$ cat config.mk
export PLATFORM = sky130hd
export DESIGN_NAME = irqagg_top
export DESIGN_NICKNAME = d
export VERILOG_FILES = /design/src/rtl/irqagg_pkg.sv /design/src/rtl/irqagg_w1c_bank.sv /design/src/rtl/irqagg_rw_reg.sv /design/src/rtl/irqagg_msi_unit.sv /design/src/rtl/irqagg_top.sv
export SDC_FILE = /design/constraint.sdc
export NUM_CORES = 1
export LEC_CHECK = 0
export ABC_CLOCK_PERIOD_IN_PS = 2500
export BUFFER_PORTS_ARGS = -buffer_cell sky130_fd_sc_hd__buf_2
export CAP_MARGIN = 10
export CORE_ASPECT_RATIO = 1.1
export CORE_MARGIN = 3
export CORE_UTILIZATION = 42
export DETAILED_ROUTE_END_ITERATION = 10
export GPL_TIMING_DRIVEN = 0
export SLEW_MARGIN = 20
export SYNTH_ARGS = -nofsm -noshare
export SYNTH_HDL_FRONTEND = slang
export SYNTH_SLANG_ARGS = --single-unit
$ cat constraint.sdc
create_clock -name clk -period 2.5 [get_ports clk]
set_input_delay 0.25 -clock clk [delete_from_list [all_inputs] [get_ports clk]]
set_output_delay 0.25 -clock clk [all_outputs]
set_load 0.02 [all_outputs]
$ cat src/rtl/irqagg_pkg.sv
package irqagg_pkg;
   // bit positions inside the line-event status register
   localparam int unsigned ASSERT_BASE   = 16;
   localparam int unsigned DEASSERT_BASE = 20;
   localparam int unsigned MSI_PEND_BIT  = 24;
   // auxiliary register and top register positions
   localparam int unsigned PWR_BIT       = 4;
   localparam int unsigned FLUSH_BIT     = 5;
   localparam int unsigned TOP_BIT       = 16;

   localparam logic [31:0] L1_MASK_VALID = 32'h07FF_FFFF;
   localparam logic [31:0] L1_SOURCED    = 32'h01FF_0000;
   localparam logic [31:0] AUX_VALID     = 32'h0000_0030;
   localparam logic [31:0] TOP_VALID     = 32'h0001_0000;

   typedef enum logic [3:0] {
      RA_L1_STAT  = 4'd0,
      RA_L1_MASK  = 4'd1,
      RA_AUX_STAT = 4'd2,
      RA_AUX_MASK = 4'd3,
      RA_TGT_LO   = 4'd4,
      RA_TGT_HI   = 4'd5,
      RA_VEC_STAT = 4'd6,
      RA_VEC_MASK = 4'd7,
      RA_PAYLOAD  = 4'd8,
      RA_TOP_STAT = 4'd9,
      RA_TOP_MASK = 4'd10
   } reg_addr_e;
endpackage

$ cat src/rtl/irqagg_w1c_bank.sv
// Status bank: hardware set has priority over a software write-1 clear.
module irqagg_w1c_bank #(
   parameter int unsigned W = 32,
   parameter logic [W-1:0] VALID = '1
) (
   input  logic         clk,
   input  logic         rst_n,
   input  logic [W-1:0] set_i,
   input  logic [W-1:0] clr_i,
   output logic [W-1:0] stat_o
);
   logic unused_in;
   assign unused_in = ^(set_i | clr_i);

   for (genvar i = 0; i < W; i++) begin : g_bit
      if (VALID[i]) begin : g_flop
         logic b;
         always_ff @(posedge clk) begin
            if (!rst_n) b <= 1'b0;
            else        b <= set_i[i] | (b & ~clr_i[i]);
         end
         assign stat_o[i] = b;
      end else begin : g_zero
         assign stat_o[i] = 1'b0;
      end
   end
endmodule

$ cat src/rtl/irqagg_rw_reg.sv
// Plain read/write register; bits outside VALID are held at zero.
module irqagg_rw_reg #(
   parameter int unsigned W = 32,
   parameter logic [W-1:0] RST = '0,
   parameter logic [W-1:0] VALID = '1
) (
   input  logic         clk,
   input  logic         rst_n,
   input  logic         we,
   input  logic [W-1:0] wdata,
   output logic [W-1:0] q
);
   always_ff @(posedge clk) begin
      if (!rst_n)  q <= RST & VALID;
      else if (we) q <= wdata & VALID;
   end
endmodule

$ cat src/rtl/irqagg_msi_unit.sv
// Address match, vector status and payload capture for inbound MSI writes.
module irqagg_msi_unit #(
   parameter int unsigned ADDR_BITS = 64,
   parameter int unsigned VEC       = 32,
   parameter int unsigned DATA_W    = 16,
   parameter int unsigned PAY_W     = 8
) (
   input  logic                 clk,
   input  logic                 rst_n,
   input  logic                 inb_valid,
   input  logic [ADDR_BITS-1:0] inb_addr,
   input  logic [DATA_W-1:0]    inb_data,
   input  logic [ADDR_BITS-1:0] target,
   input  logic [VEC-1:0]       vec_mask,
   input  logic [VEC-1:0]       vec_clr,
   output logic [VEC-1:0]       vec_stat,
   output logic [PAY_W-1:0]     payload,
   output logic                 hit,
   output logic                 fire
);
   localparam int unsigned IDX_W = $clog2(VEC);

   logic [IDX_W-1:0] idx;
   logic [VEC-1:0]   vec_set;
   logic             unused_data;

   assign idx         = inb_data[IDX_W-1:0];
   assign hit         = inb_valid && (inb_addr == target);
   assign fire        = hit && !vec_mask[idx];
   assign vec_set     = hit ? (VEC'(1) << idx) : '0;
   assign unused_data = ^inb_data;

   irqagg_w1c_bank #(.W(VEC), .VALID('1)) u_vec (
      .clk(clk), .rst_n(rst_n), .set_i(vec_set), .clr_i(vec_clr), .stat_o(vec_stat)
   );

   always_ff @(posedge clk) begin
      if (!rst_n)   payload <= '0;
      else if (hit) payload <= inb_data[PAY_W-1:0];
   end
endmodule

$ cat src/rtl/irqagg_top.sv
module irqagg_top
   import irqagg_pkg::*;
#(
   parameter int unsigned REG_W      = 32,
   parameter int unsigned ADDR_W     = 4,
   parameter int unsigned INTX_LINES = 4,
   parameter int unsigned MSI_VEC    = 32,
   parameter int unsigned MSI_DATA_W = 16,
   parameter int unsigned PAY_W      = 8
) (
   input  logic                  clk,
   input  logic                  rst_n,
   input  logic                  reg_wen,
   input  logic [ADDR_W-1:0]     reg_addr,
   input  logic [REG_W-1:0]      reg_wdata,
   output logic [REG_W-1:0]      reg_rdata,
   input  logic                  intx_valid,
   input  logic [1:0]            intx_line,
   input  logic                  intx_deassert,
   input  logic                  inb_valid,
   input  logic [2*REG_W-1:0]    inb_addr,
   input  logic [MSI_DATA_W-1:0] inb_data,
   input  logic                  evt_power,
   input  logic                  evt_flush,
   output logic                  irq_o
);
   localparam int unsigned TGT_W = 2 * REG_W;

   // elaboration-time parameter checks
   if (REG_W != 32) begin : g_bad_regw
      $error("irqagg_top: REG_W must be 32");
   end
   if (ADDR_W < 4) begin : g_bad_addrw
      $error("irqagg_top: ADDR_W must be at least 4");
   end
   if (INTX_LINES < 1 || INTX_LINES > 4) begin : g_bad_lines
      $error("irqagg_top: INTX_LINES must be 1..4");
   end
   if (MSI_VEC < 2 || MSI_VEC > REG_W || (MSI_VEC & (MSI_VEC - 1)) != 0) begin : g_bad_vec
      $error("irqagg_top: MSI_VEC must be a power of two up to REG_W");
   end
   if (PAY_W > MSI_DATA_W || $clog2(MSI_VEC) > PAY_W) begin : g_bad_pay
      $error("irqagg_top: payload width out of range");
   end

   function automatic logic wr_to(input reg_addr_e a);
      return reg_wen && (reg_addr == ADDR_W'(a));
   endfunction

   logic [REG_W-1:0]   l1_stat_q, l1_mask_q, l1_set, l1_clr;
   logic [REG_W-1:0]   aux_stat_q, aux_mask_q, aux_set, aux_clr;
   logic [REG_W-1:0]   top_stat_q, top_mask_q, top_set, top_clr;
   logic [REG_W-1:0]   tgt_lo_q, tgt_hi_q;
   logic [MSI_VEC-1:0] vec_stat_q, vec_mask_q, vec_clr;
   logic [PAY_W-1:0]   payload_q;
   logic               msi_hit, msi_fire, core_pend, irq_q;

   // ---------------- line-event level ----------------
   always_comb begin
      l1_set = '0;
      for (int n = 0; n < INTX_LINES; n++) begin
         if (intx_valid && intx_line == 2'(n)) begin
            if (intx_deassert) l1_set[DEASSERT_BASE + n] = 1'b1;
            else               l1_set[ASSERT_BASE + n]   = 1'b1;
         end
      end
      l1_set[MSI_PEND_BIT] = msi_fire;
   end
   assign l1_clr = wr_to(RA_L1_STAT) ? reg_wdata : '0;

   irqagg_w1c_bank #(.W(REG_W), .VALID(L1_SOURCED)) u_l1_stat (
      .clk(clk), .rst_n(rst_n), .set_i(l1_set), .clr_i(l1_clr), .stat_o(l1_stat_q)
   );
   irqagg_rw_reg #(.W(REG_W), .RST('1), .VALID(L1_MASK_VALID)) u_l1_mask (
      .clk(clk), .rst_n(rst_n), .we(wr_to(RA_L1_MASK)), .wdata(reg_wdata), .q(l1_mask_q)
   );

   // ---------------- auxiliary level ----------------
   always_comb begin
      aux_set            = '0;
      aux_set[PWR_BIT]   = evt_power;
      aux_set[FLUSH_BIT] = evt_flush;
   end
   assign aux_clr = wr_to(RA_AUX_STAT) ? reg_wdata : '0;

   irqagg_w1c_bank #(.W(REG_W), .VALID(AUX_VALID)) u_aux_stat (
      .clk(clk), .rst_n(rst_n), .set_i(aux_set), .clr_i(aux_clr), .stat_o(aux_stat_q)
   );
   irqagg_rw_reg #(.W(REG_W), .RST('1), .VALID(AUX_VALID)) u_aux_mask (
      .clk(clk), .rst_n(rst_n), .we(wr_to(RA_AUX_MASK)), .wdata(reg_wdata), .q(aux_mask_q)
   );

   // ---------------- MSI path ----------------
   irqagg_rw_reg #(.W(REG_W), .RST('0), .VALID('1)) u_tgt_lo (
      .clk(clk), .rst_n(rst_n), .we(wr_to(RA_TGT_LO)), .wdata(reg_wdata), .q(tgt_lo_q)
   );
   irqagg_rw_reg #(.W(REG_W), .RST('0), .VALID('1)) u_tgt_hi (
      .clk(clk), .rst_n(rst_n), .we(wr_to(RA_TGT_HI)), .wdata(reg_wdata), .q(tgt_hi_q)
   );
   irqagg_rw_reg #(.W(MSI_VEC), .RST('1), .VALID('1)) u_vec_mask (
      .clk(clk), .rst_n(rst_n), .we(wr_to(RA_VEC_MASK)), .wdata(reg_wdata[MSI_VEC-1:0]),
      .q(vec_mask_q)
   );
   assign vec_clr = wr_to(RA_VEC_STAT) ? reg_wdata[MSI_VEC-1:0] : '0;

   irqagg_msi_unit #(.ADDR_BITS(TGT_W), .VEC(MSI_VEC), .DATA_W(MSI_DATA_W), .PAY_W(PAY_W)) u_msi (
      .clk(clk), .rst_n(rst_n), .inb_valid(inb_valid), .inb_addr(inb_addr),
      .inb_data(inb_data), .target({tgt_hi_q, tgt_lo_q}), .vec_mask(vec_mask_q),
      .vec_clr(vec_clr), .vec_stat(vec_stat_q), .payload(payload_q),
      .hit(msi_hit), .fire(msi_fire)
   );

   // ---------------- top summary ----------------
   assign core_pend = (|(l1_stat_q & ~l1_mask_q)) | (|(aux_stat_q & ~aux_mask_q));
   assign top_set   = REG_W'(core_pend) << TOP_BIT;
   assign top_clr   = wr_to(RA_TOP_STAT) ? reg_wdata : '0;

   irqagg_w1c_bank #(.W(REG_W), .VALID(TOP_VALID)) u_top_stat (
      .clk(clk), .rst_n(rst_n), .set_i(top_set), .clr_i(top_clr), .stat_o(top_stat_q)
   );
   irqagg_rw_reg #(.W(REG_W), .RST('1), .VALID(TOP_VALID)) u_top_mask (
      .clk(clk), .rst_n(rst_n), .we(wr_to(RA_TOP_MASK)), .wdata(reg_wdata), .q(top_mask_q)
   );

   always_ff @(posedge clk) begin
      if (!rst_n) irq_q <= 1'b0;
      else        irq_q <= top_stat_q[TOP_BIT] & ~top_mask_q[TOP_BIT];
   end
   assign irq_o = irq_q;

   // ---------------- read mux ----------------
   always_comb begin
      case (reg_addr)
         ADDR_W'(RA_L1_STAT):  reg_rdata = l1_stat_q;
         ADDR_W'(RA_L1_MASK):  reg_rdata = l1_mask_q;
         ADDR_W'(RA_AUX_STAT): reg_rdata = aux_stat_q;
         ADDR_W'(RA_AUX_MASK): reg_rdata = aux_mask_q;
         ADDR_W'(RA_TGT_LO):   reg_rdata = tgt_lo_q;
         ADDR_W'(RA_TGT_HI):   reg_rdata = tgt_hi_q;
         ADDR_W'(RA_VEC_STAT): reg_rdata = REG_W'(vec_stat_q);
         ADDR_W'(RA_VEC_MASK): reg_rdata = REG_W'(vec_mask_q);
         ADDR_W'(RA_PAYLOAD):  reg_rdata = REG_W'(payload_q);
         ADDR_W'(RA_TOP_STAT): reg_rdata = top_stat_q;
         ADDR_W'(RA_TOP_MASK): reg_rdata = top_mask_q;
         default:              reg_rdata = '0;
      endcase
   end
endmodule

Yosys cells after proc, flatten, opt, wreduce, memory -nomap -nowiden --
Cells that the tools add are included.
Word-level totals: word-level logic and storage cells 246, output and inout bits 33, input bits 126, register bits 179
Operators by class: reductions and logical operators 21, equality and inequality tests 14, order comparisons 1, multiplexer cells 18, shifts and indexed selects 1, bitwise logic cells 139
Operators with widths (count):
- $pmux 32 s11 | 1
- $eq 64x64->1 | 1
- $mux 32 | 2
- $reduce_or 32->1 | 2
- $and 1x1->1 | 45
- $not 1->1 | 45
- $or 1x1->1 | 45
- $and 25x32->32 | 1
- $and 6x32->32 | 1
- $not 27->32 | 1
- $not 6->32 | 1
- $shl 1x5->32 const A | 1
- $mux 25 | 1
- $mux 17 | 1
- $eq 4x3->1 const B | 4
- $logic_and 1x1->1 | 16
- $eq 4x4->1 const B | 3
- $mux 1 | 11
- $eq 4x2->1 const B | 2
- $lt 5x6->1 const B | 1
- $mux 6 | 1
- $bmux 1 s5 | 1
- $eq 2x2->1 const B | 2
- $eq 4x1->1 const B | 1
- other kinds (4) | 4

Depth between registers and ports, before layout --
depth after elaboration 6, depth in mapped cells 9, depth with buffers taken out 6

Hierarchy --
Synthesis repeated with hierarchy kept, for this count alone.
Unflattened totals: cells, all modules 1490, area total of the unflattened synthesis 13188.9 µm²
Modules (own cells, without submodules):
- irqagg_top | instances 1, area each 3624.7 µm², cells each 527, seq. area each 20.0 µm²
- irqagg_rw_reg (u_tgt_hi ...) | instances 2, area each 1243.7 µm², cells each 103, seq. area each 640.6 µm²
- irqagg_msi_unit | instances 1, area each 1747.9 µm², cells each 222, seq. area each 160.2 µm²
- irqagg_w1c_bank (u_msi.u_vec) | instances 1, area each 1355.0 µm², cells each 131, seq. area each 640.6 µm²
- irqagg_rw_reg (u_vec_mask) | instances 1, area each 1148.6 µm², cells each 103, seq. area each 640.6 µm²
- irqagg_rw_reg (u_l1_mask) | instances 1, area each 1019.7 µm², cells each 93, seq. area each 540.5 µm²
- irqagg_w1c_bank (u_l1_stat) | instances 1, area each 626.9 µm², cells each 61, seq. area each 180.2 µm²
- irqagg_w1c_bank (u_aux_stat) | instances 1, area each 326.6 µm², cells each 39, seq. area each 40.0 µm²
- irqagg_rw_reg (u_aux_mask) | instances 1, area each 296.5 µm², cells each 37, seq. area each 40.0 µm²
- irqagg_w1c_bank (u_top_stat) | instances 1, area each 285.3 µm², cells each 36, seq. area each 20.0 µm²
- irqagg_rw_reg (u_top_mask) | instances 1, area each 270.3 µm², cells each 35, seq. area each 20.0 µm²

Least setup slack after synthesis --
Ideal clock, no wire load.
path kind input-to-output, from in reg_addr[0], to out reg_rdata[5], stages 5, path buffers 3, data arrival time 1842 ps, data required time 2250 ps, setup slack 408 ps, path through buf_2 buf_2 buf_2 a31oi_1 o311ai_0
Between the ends: word-level cells in the longest chain between the ends 2, elaborated cells on any way between the ends 12, those cells by class 10 x eq/ne; 1 x mux; 1 x reduce/logical
Ends and longest elaborated chain:
- start, declared | RTL line irqagg_top.sv:14 | input logic [ADDR_W-1:0] reg_addr,
- $eq 4x4->1, or another cell as far along | RTL line irqagg_top.sv:133 | case (reg_addr)
- $pmux 32 s11 * | RTL line irqagg_top.sv:133
- end, declared | RTL line irqagg_top.sv:16 | output logic [REG_W-1:0] reg_rdata,
Every way passes the cells marked *; elsewhere a longest branch is shown, timed or not.

Worst setup path after layout --
from in reg_addr[1], to out reg_rdata[25]
Same word-level chain as after synthesis.

==> impl_results.md <==
- Vias: 9232
- Worst setup EP type: primary output
- Clk slew on worst S/H paths: 0.07 ns
- Largest net degree at the start of global routing: 17
- Die Ht: 158.2 um
- Remaining DRCs: 0
- Area of the multi-input gates: 0.004793 sq mm
- CTS Sinks: 179
- Avg Cell Area, Syn: 7.846 sq um
- Bufs on Longest Clock Path: 2
- Clk_lat worst skew: 0.44 ns
- Overall Global Routing Usage: 0.3208
- DRT Pass-1 Iters: 7
- Number of enable flip-flop cells after synthesis: 0
- Post-Syn Area: 0.008842 sq mm
- Max-Slew Margin vs Limit: 0.2565
- Non-filler cells, final: 1561
- Register area share after synthesis: 0.4053
- FF+latch area: around 0.0036 sq mm
- Critical path peak fanout: 10
- Initial antenna violation count: 0
- Design Power: 6.446 mW
- Yosys warning count: 0
- Die Width: 144.3 um
- Tmin final: around 2.5 ns
- First-pass GRT wire length: 53.70 mm
- Main synth FF type: dfxtp_1
- Initial core utilization: 0.4283
- Fill cells: roughly 2100
- Status: finished, final reports clean
- # IOs: approximately 160
- Avg WL per Cell: 23.81 um
- Die ar.: 0.02283 sq mm
- Worst Path Arrival: 2.21 ns
- RSZ-0062 raised after global routing: yes
- Worst Max-Slew Pin Slew: roughly 1.1 ns
- Worst Hold Class: in -> reg
- WL final: between 30 and 40 mm
- DPL Wire Length: 28.09 mm
- Via-to-Cell Ratio: just under 6
- Antenna diode count: 0
- CP startpoint kind: primary input
- Flops & latches, synth: 179
- Final slew viol count: 0
- Syn nets: 1253
- Leakage Power: 4.220 nW
- P per Cell Area: 609.6 mW/mm^2
- Final Hold Violating Endpoints: 0
- Worst Path Required: 2.25 ns
- Max Cap Viol: 0
- Synth unique cells: 60
- Row cnt: 55
- Number of H-tree levels: 4
- Initial DRC count: roughly 1100
- Setup violations, final: 0
- Clk root buf: clkbuf_16
- GRT overflow: 0
- Core ar.: 0.02064 sq mm
- Mapped Cells: 1127
- Vias in the first global route: 8616
- Final #Nets: approximately 1400
- Layout Skew: 0.008284 ns
- I/O Buffers: 146
- TritonCTS clock tree: yes
- VDD IR max: 0.0005136 V
- Final ANT Viol Nets: 0
- Async set-reset flop share out of synthesis: 0
- Fin Hold WS: 0.01641 ns
- Placer Congestion: 1.005
- Synthesis-to-layout area growth: 19.60%
- Share of layout cells above drive strength 1: 0.1816
- Max Freq: 406.9 MHz
- CP Class: in -> out
- Post-Place Cells: roughly 1500
- Num CTS Buffers: 17
- Final Cycle Share: 0.9831
==> final timing paths <==
| check | to | start | slack (ns) | cells past startpoint |
|---|---|---|---|---|
| worst max-delay path | reg_rdata[25] | reg_addr[1] | 0.04 | 9 |
| worst min-delay path | u_aux_stat.g_bit[4].g_flop.b | evt_power | 0.02 | 3 |
| worst max register to register | u_msi.payload[0] | u_tgt_hi.q[6] | 0.13 | 9 |
| worst min register to register | irq_o | u_top_mask.q[16] | 0.47 | 1 |
==> critical path: stages <==
cell and delay [ns]:
buf_2 0.10, buf_2 0.27, nand2b_1 0.24, nor2_2 0.27, clkbuf_4 0.29, clkbuf_4 0.26
a22oi_1 0.11, o21ai_0 0.18, buf_2 0.24
==> power breakdown <==
| group | leakage [nW] | switching, mW | internal, mW |
|---|---|---|---|
| registers | 1.45 | 0.0411 | 2.89 |
| clock network | 0.282 | 1.21 | 1.60 |
| logic | 2.49 | 0.465 | 0.234 |
| total | 4.22 | 1.72 | 4.73 |
==> synth_stat cells, types with 12 or more instances <==
cell	number	share of area
nand2_1	299	0.13
dfxtp_1	179	0.41
a21oi_1	122	0.069
nand3_1	84	0.048
a22oi_1	56	0.048
clkbuf_1	53	0.022
xnor2_1	43	0.043
nor2_1	33	0.014
a31o_1	29	0.029
inv_1	28	0.012
buf_2	21	0.012
o21ai_0	20	0.011
mux2i_1	16	0.018
nand2b_1	12	0.0085
nand4_1	12	0.0085
==> routing by layer <==
| metal | global-route usage | up-vias | wire length [um] | share of wire |
|---|---|---|---|---|
| met5 | 0 | - | 0 | 0 |
| met4 | 0.1186 | 0 | 1135 | 0.031 |
| met3 | 0.05710 | 65 | 3580 | 0.096 |
| met2 | 0.5012 | 500 | 16900 | 0.45 |
| met1 | 0.4439 | 4386 | 15550 | 0.42 |
| li1 | - | 4281 | - | - |
==> metrics by stage <==
stage	instance area (sq um)	TNS (ns)	setup WS, ns	utilization
after floorplan	8842	0	0.4083	-
after global placement	9893	-6.398	-0.4145	0.4792
after detailed placement	9915	-2.723	-0.2736	0.4802
after CTS	10540	0	0.02799	0.5103
after global routing	10580	-0.02846	-0.02846	0.5122
final	10580	0	0.04220	0.5122
==> flip-flops by register name, summed over array words and instances, names as in the netlist <==
register	count
u_tgt_lo.q	32
u_aux_stat.g_bit.g_flop.b	2
u_aux_mask.q	2
u_l1_mask.q	27
u_l1_stat.g_bit.g_flop.b	9
u_tgt_hi.q	32
u_vec_mask.q	32
u_top_mask.q	1
u_top_stat.g_bit.g_flop.b	1
u_msi.u_vec.g_bit.g_flop.b	32
u_msi.payload	8
irq_o	1
==> what timing repair did <==
action,4_1_cts,5_1_grt
setup endpoints to repair,23,53
hold buffers,0,0
gates resized for setup,7,16
pin swaps,0,0
setup buffers,0,0
cloned,0,0
==> area by class of cell <==
type / count / area share
inverters: 29 / 0.01029
clock buffers: 19 / 0.04188
clock inverters: 12 / 0.01479
multi-input cells: 837 / 0.4533
well taps: 256 / 0.03029
plain buffers: 82 / 0.04046
repair buffers: 147 / 0.07016
flip-flops and latches: 179 / 0.3389
==> cells by family after synthesis <==
kind of cell	Yosys count	synth area share
buffers and inverters	111	0.05816
and+or+nand+nor	486	0.2423
DFF	179	0.4053
AOI/OAI and AO/OA	279	0.2080
muxes	25	0.03976
xor gates and xnor gates	47	0.04655
==> cells in the final DEF, fill, tap and decap left out, drive strengths merged, types with 2 or more instances in the layout <==
cell      synthesis  layout
nand2b           12      12
inv              29      31
and2              7       7
a221o             5       5
o21ai            20      20
nand2           299     299
mux2i            16      16
mux4              8       8
nand3            84      84
buf              29     171
nand4            12      12
xnor2            43      43
a21oi           122     122
and4              2       2
clkinvlp          0       4
a22oi            56      56
o22ai             6       6
and4b             2       2
nor2             33      33
a2111oi           3       3
nor4              5       5
bufinv            0       3
a22o              6       6
clkinv            0       3
nor3b             6       6
nor3              9       9
nor2b             9       9
clkbuf           53      77
o311ai            2       2
and3              4       4
a31oi             2       2
a31o             33      33
xor2              4       4
a32oi             2       2
dfxtp           179     179
o211ai            5       5
a221oi            5       5
o2111a            2       2
Power figures use the tool's default switching activity.
